### src/rtl/cfg_port_pkg.sv
package cfg_port_pkg;
    localparam int FRAME_BITS = 19;
    localparam int DATA_BITS  = FRAME_BITS - 1;
    localparam int SYNC_STAGES = 2;

    typedef enum logic [1:0] {
        ST_IDLE  = 2'd0,
        ST_SHIFT = 2'd1,
        ST_OVER  = 2'd2
    } shift_state_e;

    localparam logic [DATA_BITS-1:0] WORD0_RST = '0;
    // off-time MSB (D7, payload index 6) forced high
    localparam logic [DATA_BITS-1:0] WORD1_RST = DATA_BITS'(1) << 6;
endpackage

### src/rtl/cfg_sync.sv
module cfg_sync #(
    parameter int WIDTH = 3,
    parameter int STAGES = 2,
    parameter logic [WIDTH-1:0] RST_VAL = '0
) (
    input  logic             clk,
    input  logic             rst_n,
    input  logic [WIDTH-1:0] din,
    output logic [WIDTH-1:0] lvl
);
    logic [STAGES-1:0][WIDTH-1:0] pipe_q;

    always_ff @(posedge clk or negedge rst_n) begin
        if (!rst_n) begin
            for (int i = 0; i < STAGES; i++) pipe_q[i] <= RST_VAL;
        end else begin
            pipe_q[0] <= din;
            for (int i = 1; i < STAGES; i++) pipe_q[i] <= pipe_q[i-1];
        end
    end

    assign lvl = pipe_q[STAGES-1];
endmodule

### src/rtl/cfg_shift_fsm.sv
module cfg_shift_fsm
    import cfg_port_pkg::*;
#(
    parameter int NBITS = FRAME_BITS
) (
    input  logic             clk,
    input  logic             rst_n,
    input  logic             clr,
    input  logic             stb_lvl,
    input  logic             stb_rise,
    input  logic             sclk_rise,
    input  logic             sdata,
    output logic             wr_en,
    output logic             wr_sel,
    output logic [NBITS-2:0] wr_data
);
    localparam int CW = $clog2(NBITS + 1);
    localparam logic [CW-1:0] FULL = CW'(NBITS);

    shift_state_e state_q, state_d;
    logic [CW-1:0]    cnt_q;
    logic [NBITS-1:0] sr_q;

    // state register
    always_ff @(posedge clk or negedge rst_n) begin
        if (!rst_n) state_q <= ST_IDLE;
        else        state_q <= state_d;
    end

    // next state
    always_comb begin
        state_d = state_q;
        unique case (state_q)
            ST_IDLE:  if (!stb_lvl) state_d = ST_SHIFT;
            ST_SHIFT: begin
                if (stb_rise)                         state_d = ST_IDLE;
                else if (sclk_rise && cnt_q == FULL)  state_d = ST_OVER;
            end
            ST_OVER:  if (stb_rise) state_d = ST_IDLE;
            default:  state_d = ST_IDLE;
        endcase
        if (clr) state_d = ST_IDLE;
    end

    // shift datapath
    always_ff @(posedge clk or negedge rst_n) begin
        if (!rst_n) begin
            cnt_q <= '0;
            sr_q  <= '0;
        end else if (clr || state_q == ST_IDLE) begin
            cnt_q <= '0;
        end else if (state_q == ST_SHIFT && sclk_rise && !stb_rise && cnt_q != FULL) begin
            cnt_q <= cnt_q + 1'b1;
            sr_q  <= {sr_q[NBITS-2:0], sdata};
        end
    end

    // outputs
    always_comb begin
        wr_en = 1'b0;
        unique case (state_q)
            ST_SHIFT: wr_en = stb_rise && (cnt_q == FULL) && !clr;
            ST_IDLE, ST_OVER: wr_en = 1'b0;
            default: wr_en = 1'b0;
        endcase
    end

    assign wr_sel  = sr_q[0];
    assign wr_data = sr_q[NBITS-1:1];
endmodule

### src/rtl/cfg_word_regs.sv
module cfg_word_regs
    import cfg_port_pkg::*;
#(
    parameter int DBITS = DATA_BITS,
    parameter logic [DBITS-1:0] RST0 = WORD0_RST,
    parameter logic [DBITS-1:0] RST1 = WORD1_RST
) (
    input  logic             clk,
    input  logic             rst_n,
    input  logic             clr,
    input  logic             wr_en,
    input  logic             wr_sel,
    input  logic [DBITS-1:0] wr_data,
    output logic [DBITS-1:0] word0,
    output logic [DBITS-1:0] word1
);
    localparam logic [1:0][DBITS-1:0] RSTV = {RST1, RST0};
    logic [1:0][DBITS-1:0] word_q;

    for (genvar g = 0; g < 2; g++) begin : g_word
        always_ff @(posedge clk or negedge rst_n) begin
            if (!rst_n)                                word_q[g] <= RSTV[g];
            else if (clr)                              word_q[g] <= RSTV[g];
            else if (wr_en && (wr_sel == 1'(g)))       word_q[g] <= wr_data;
        end
    end

    assign word0 = word_q[0];
    assign word1 = word_q[1];
endmodule

### src/rtl/stepper_cfg_port.sv
module stepper_cfg_port
    import cfg_port_pkg::*;
(
    input  logic       clk,
    input  logic       rst_n,
    input  logic       ser_data,
    input  logic       ser_clk,
    input  logic       ser_strobe,
    input  logic       sleep_n,
    input  logic       uv_fault,
    output logic [5:0] br1_code,
    output logic [5:0] br2_code,
    output logic       br1_dir,
    output logic       br2_dir,
    output logic       br1_slow,
    output logic       br2_slow,
    output logic       ref_ext,
    output logic       range_div4,
    output logic [1:0] blank_sel,
    output logic [4:0] off_time,
    output logic [3:0] fast_time,
    output logic [1:0] osc_sel,
    output logic [1:0] sr_mode,
    output logic [1:0] rsvd_bits,
    output logic       idle_mode
);
    logic [2:0] sync_lvl;
    logic [1:0] edge_q;
    logic       stb_rise, sclk_rise, clr;
    logic       wr_en, wr_sel;
    logic [DATA_BITS-1:0] wr_data, w0_q, w1_q;

    assign clr = !sleep_n || uv_fault;

    // bit 0 strobe (idles high), bit 1 serial clock, bit 2 data
    cfg_sync #(.WIDTH(3), .STAGES(SYNC_STAGES), .RST_VAL(3'b001)) sync_i (
        .clk(clk), .rst_n(rst_n),
        .din({ser_data, ser_clk, ser_strobe}),
        .lvl(sync_lvl)
    );

    always_ff @(posedge clk or negedge rst_n) begin
        if (!rst_n) edge_q <= 2'b01;
        else        edge_q <= sync_lvl[1:0];
    end

    assign stb_rise  = sync_lvl[0] & ~edge_q[0];
    assign sclk_rise = sync_lvl[1] & ~edge_q[1];

    cfg_shift_fsm #(.NBITS(FRAME_BITS)) fsm_i (
        .clk(clk), .rst_n(rst_n), .clr(clr),
        .stb_lvl(sync_lvl[0]), .stb_rise(stb_rise),
        .sclk_rise(sclk_rise), .sdata(sync_lvl[2]),
        .wr_en(wr_en), .wr_sel(wr_sel), .wr_data(wr_data)
    );

    cfg_word_regs #(.DBITS(DATA_BITS)) regs_i (
        .clk(clk), .rst_n(rst_n), .clr(clr),
        .wr_en(wr_en), .wr_sel(wr_sel), .wr_data(wr_data),
        .word0(w0_q), .word1(w1_q)
    );

    // word 0 decode (payload index = D number - 1)
    assign br1_code   = w0_q[5:0];
    assign br2_code   = w0_q[11:6];
    assign br1_dir    = w0_q[12];
    assign br2_dir    = w0_q[13];
    assign br1_slow   = w0_q[14];
    assign br2_slow   = w0_q[15];
    assign ref_ext    = w0_q[16];
    assign range_div4 = w0_q[17];

    // word 1 decode
    assign blank_sel  = w1_q[1:0];
    assign off_time   = w1_q[6:2];
    assign fast_time  = w1_q[10:7];
    assign osc_sel    = w1_q[12:11];
    assign sr_mode    = w1_q[14:13];
    assign rsvd_bits  = w1_q[16:15];
    assign idle_mode  = ~w1_q[17];
endmodule

### config.mk
export PLATFORM = sky130hd
export DESIGN_NAME = stepper_cfg_port
export DESIGN_NICKNAME = d
export VERILOG_FILES = /design/src/rtl/cfg_port_pkg.sv /design/src/rtl/cfg_sync.sv /design/src/rtl/cfg_shift_fsm.sv /design/src/rtl/cfg_word_regs.sv /design/src/rtl/stepper_cfg_port.sv
export SDC_FILE = /design/constraint.sdc
export NUM_CORES = 1
export LEC_CHECK = 0
export CAP_MARGIN = 20
export CORE_ASPECT_RATIO = 1.2
export CORE_UTILIZATION = 55
export DETAILED_ROUTE_END_ITERATION = 7
export DONT_BUFFER_PORTS = 1
export PLACE_DENSITY = 0.7
export SLEW_MARGIN = 30
export SYNTH_ARGS = -nofsm -noshare
export SYNTH_HDL_FRONTEND = slang
export SYNTH_SLANG_ARGS = --single-unit
### constraint.sdc
create_clock -name clk -period 2.38 [get_ports clk]
set_input_delay 0.119 -clock clk [delete_from_list [all_inputs] [get_ports clk]]
set_output_delay 0.119 -clock clk [all_outputs]
set_load 0.005 [all_outputs]
==> key figures <==
Detailed routing
  – Starting DRC count in detailed routing: 115
  – Post-route ant nets: 0
  – WL met1: 2370 um
  – Number of remaining DRC errors: 0
  – Drt first pass iters: 4
  – WL per Instance: 16.1 um
  – Met3 routed WL: 249 um
  – Vias/cell: 5.52
  – Routed via count: 1800
  – Total Routed Length: 5260 um
  – Routed met2 length: 2580 um
  – Max layer used: met4

Power and ir drop
  – Switching Power: 481 uW
  – Pwr Density: 670 nW/um2
  – Power share of the clock group: 41.5%
  – Worst vdd ir: 0.537 mV
  – Int Power: 1.68 mW
  – Comb pwr share: 2.8%
  – Reg power frac: 55.7%
  – Pleak: 1.37 nW
  – Switching share of power: 22.3%

Cells and area
  – Area occupied by registers: 1760 um2
  – Layout cells sized above 1: 25.0%
  – Fill cells: 429
  – Final nets: 267
  – Multi-input gate area: 1070 um2
  – Area added between synthesis and finish: 6.26%
  – Number of diodes: 0
  – Post-layout utilization of the core: 60.9%
  – Final Cell Area: 3230 um2

STA
  – Min cycle time layout: 1880 ps
  – Final-report hold violation count: 0
  – RSZ-0062 raised after global routing: false
  – Min Hold Slack: 233 ps
  – Final setup vio count: 0
  – Worst Skew: 9.65 ps
  – Fin crit share: 78.9%
  – Final max-slew violation count: 0
  – Worst Tran Pin Value: 589 ps
  – Total Negative Setup Slacks: 0 ps
  – Worst relative slew slack: 60.7%
  – Max frequency: 0.532 GHz

Logic synthesis
  – Synth Flop Type: dfrtp_1
  – Sequential share of the synthesized area: 57.8%
  – Yosys warnings: 0
  – Mapped Avg Cell Area: 11.6 um2
  – Top-area cell type share of the netlist area: 54.4%
  – Most common cell in the netlist: nand2_1
  – Cell taking the most area after synthesis: dfrtp_1
  – Synth unique cells: 34
  – Asr flop ratio synth: 100%
  – Most instantiated cells after synthesis: 70 x nand2_1, 66 x dfrtp_1, 28 x a21oi_1
  – Post-Syn Instances: 263
  – Synth area leaders: dfrtp_1 54%, nand2_1 8.6%, mux2_4 4.9%
  – EDFF count, synth: 0
  – Net count after synthesis: 271
  – FF+latch count, synth: 70
  – Syn Std Cell Area: 3040 um2

Floorplanning
  – Die height: 83.4 um
  – Die area: 5830 um2
  – Starting density of the core: 57.3%
  – Die X: 69.8 um
  – CORE AREA: 5300 um2
  – FP Rows: 29
  – Ports: 43

Global routing
  – Global-route wire length before repair: 9190 um
  – Vias in the first global route: 1875
  – Remaining global-route overflow: 0
  – Gr usage total: 20.6%
  – Largest net degree at the start of global routing: 71
  – Initial antenna violation count: 0

Worst hold path
  – HP Class: input port to register

Clock tree
  – Clk slew on worst S/H paths: 70 ps
  – CTS buffer count: 9
  – H-tree depth: 3
  – Longest Clk Path Bufs: 2
  – Clk Latency, worst-skew pair: 340 ps
  – Clock Sinks: 70
  – Post-CTS sizing: 0
  – CTS tree: yes
  – Root buf cell: clkbuf_8

Placed design
  – Gp weighted congestion: 0.817
  – Post-DP HPWL: 3240 um
  – Placed cell area: 2970 um2
  – Buffers on Ports: 0

Flow run
  – Max-Cap Viols: 0

Setup path
  – CP Capture Type: register
  – Crit path DAT: 2100 ps
  – Startpoint types: register
  – Crit path kind: register to register
  – Required time of the critical path: 2600 ps
  – Critical-path maximum fanout: 19

Run status
  – Outcome: completed
## placed cells by master (no fill, tap or decap), drive strengths merged, types with 2 or more instances in the layout
cell type,synthesis,layout
nand2,70,70
dfrtp,66,66
a21oi,37,37
mux2,19,19
clkbuf,5,12
buf,22,8
nor2,7,7
nand4,5,5
xor2,4,4
dfstp,4,4
dlygate4sd3,0,4
clkinv,0,3
nand2b,3,3
and4bb,2,2
and2,2,2
nor2b,2,2
nor4,2,2
nor3,2,2
inv,2,2
## sequential cells by signal, summed over array words and instances, names as in the netlist
name and cells:
edge_q 2, fsm_i.cnt_q 5, fsm_i.sr_q 19, fsm_i.state_q 2, regs_i.word0 18, regs_i.word1 18, sync_i.lvl 3, sync_i.pipe_q 3
## final cells by class
cell class	instances	area share [%]
Clock buffer	12	5.12
Clock inverter	4	0.930
Inverter	2	0.233
Multi-Input combinational cell	164	33.2
Sequential cell	70	54.4
Tap cell	62	2.40
Timing Repair Buffer	12	3.72
## layer usage
metal / GRT usage (%) / up-vias
met3: 6.92 / 4
met4: 8.18 / 0
met5: 0 / -
met2: 31.1 / 35
li1: - / 861
met1: 27.3 / 900
## kinds of logic (layout without fill, tap and decap cells)
family | after synthesis | in the layout | share of synthesized area, %
adder cells (fa/ha/maj) | 1 | 1 | 0.412
AND/OR/NAND/NOR | 99 | 99 | 17.0
AO/OA/AOI/OAI | 40 | 40 | 7.99
multiplexers | 20 | 20 | 8.61
XOR/XNOR | 4 | 4 | 1.15
buffers and inverters | 29 | 30 | 7.00
flip-flops | 70 | 70 | 57.8
## path summary, 6_finish.rpt
check                                 start               end  slack, ps  depth (start not counted)
max in group asynchronous             rst_n     sync_i.lvl[0]       1680                          2
min in group asynchronous             rst_n  regs_i.word1[10]        390                          2
max reg2reg                  fsm_i.cnt_q[0]     fsm_i.sr_q[0]        500                          6
max                          fsm_i.cnt_q[0]     fsm_i.sr_q[0]        500                          6
min                                 sleep_n    fsm_i.cnt_q[4]        230                          3
min reg2reg                sync_i.pipe_q[2]     sync_i.lvl[2]        350                          0
## critical path, stage by stage, from the launching register on
cell and delay, ps:
dfrtp_1 400, ha_1 270, nand4bb_4 190, nand3_4 120, nor2_4 80, buf_4 300, mux2_2 380
## power groups by stage
| stage | Sequential, mW | Combinational, mW | Clock, mW |
|---|---|---|---|
| 2_1_floorplan | 1.23 | 0.0249 | 0 |
| 3_3_place_gp | 1.23 | 0.0281 | 0 |
| 3_5_place_dp | 1.23 | 0.0282 | 0 |
| 4_1_cts | 1.20 | 0.0627 | 0.927 |
| 5_1_grt | 1.21 | 0.0685 | 0.981 |
| 6_report | 1.21 | 0.0604 | 0.897 |
## through the flow
step           power, mW  std cells  setup WS (ps)
4_1_cts             2.19        326            511
2_1_floorplan       1.25        263            648
3_3_place_gp        1.26        305            582
3_5_place_dp        1.26        305            537
5_1_grt             2.25        326            340
6_report            2.16        326            501
## repair_timing
action                                 4_1_cts  5_1_grt
setup buffers                                0        0
endpoints found under the hold margin       73        0
hold buffers                                 5        0
(Power assumes the default switching activity.)
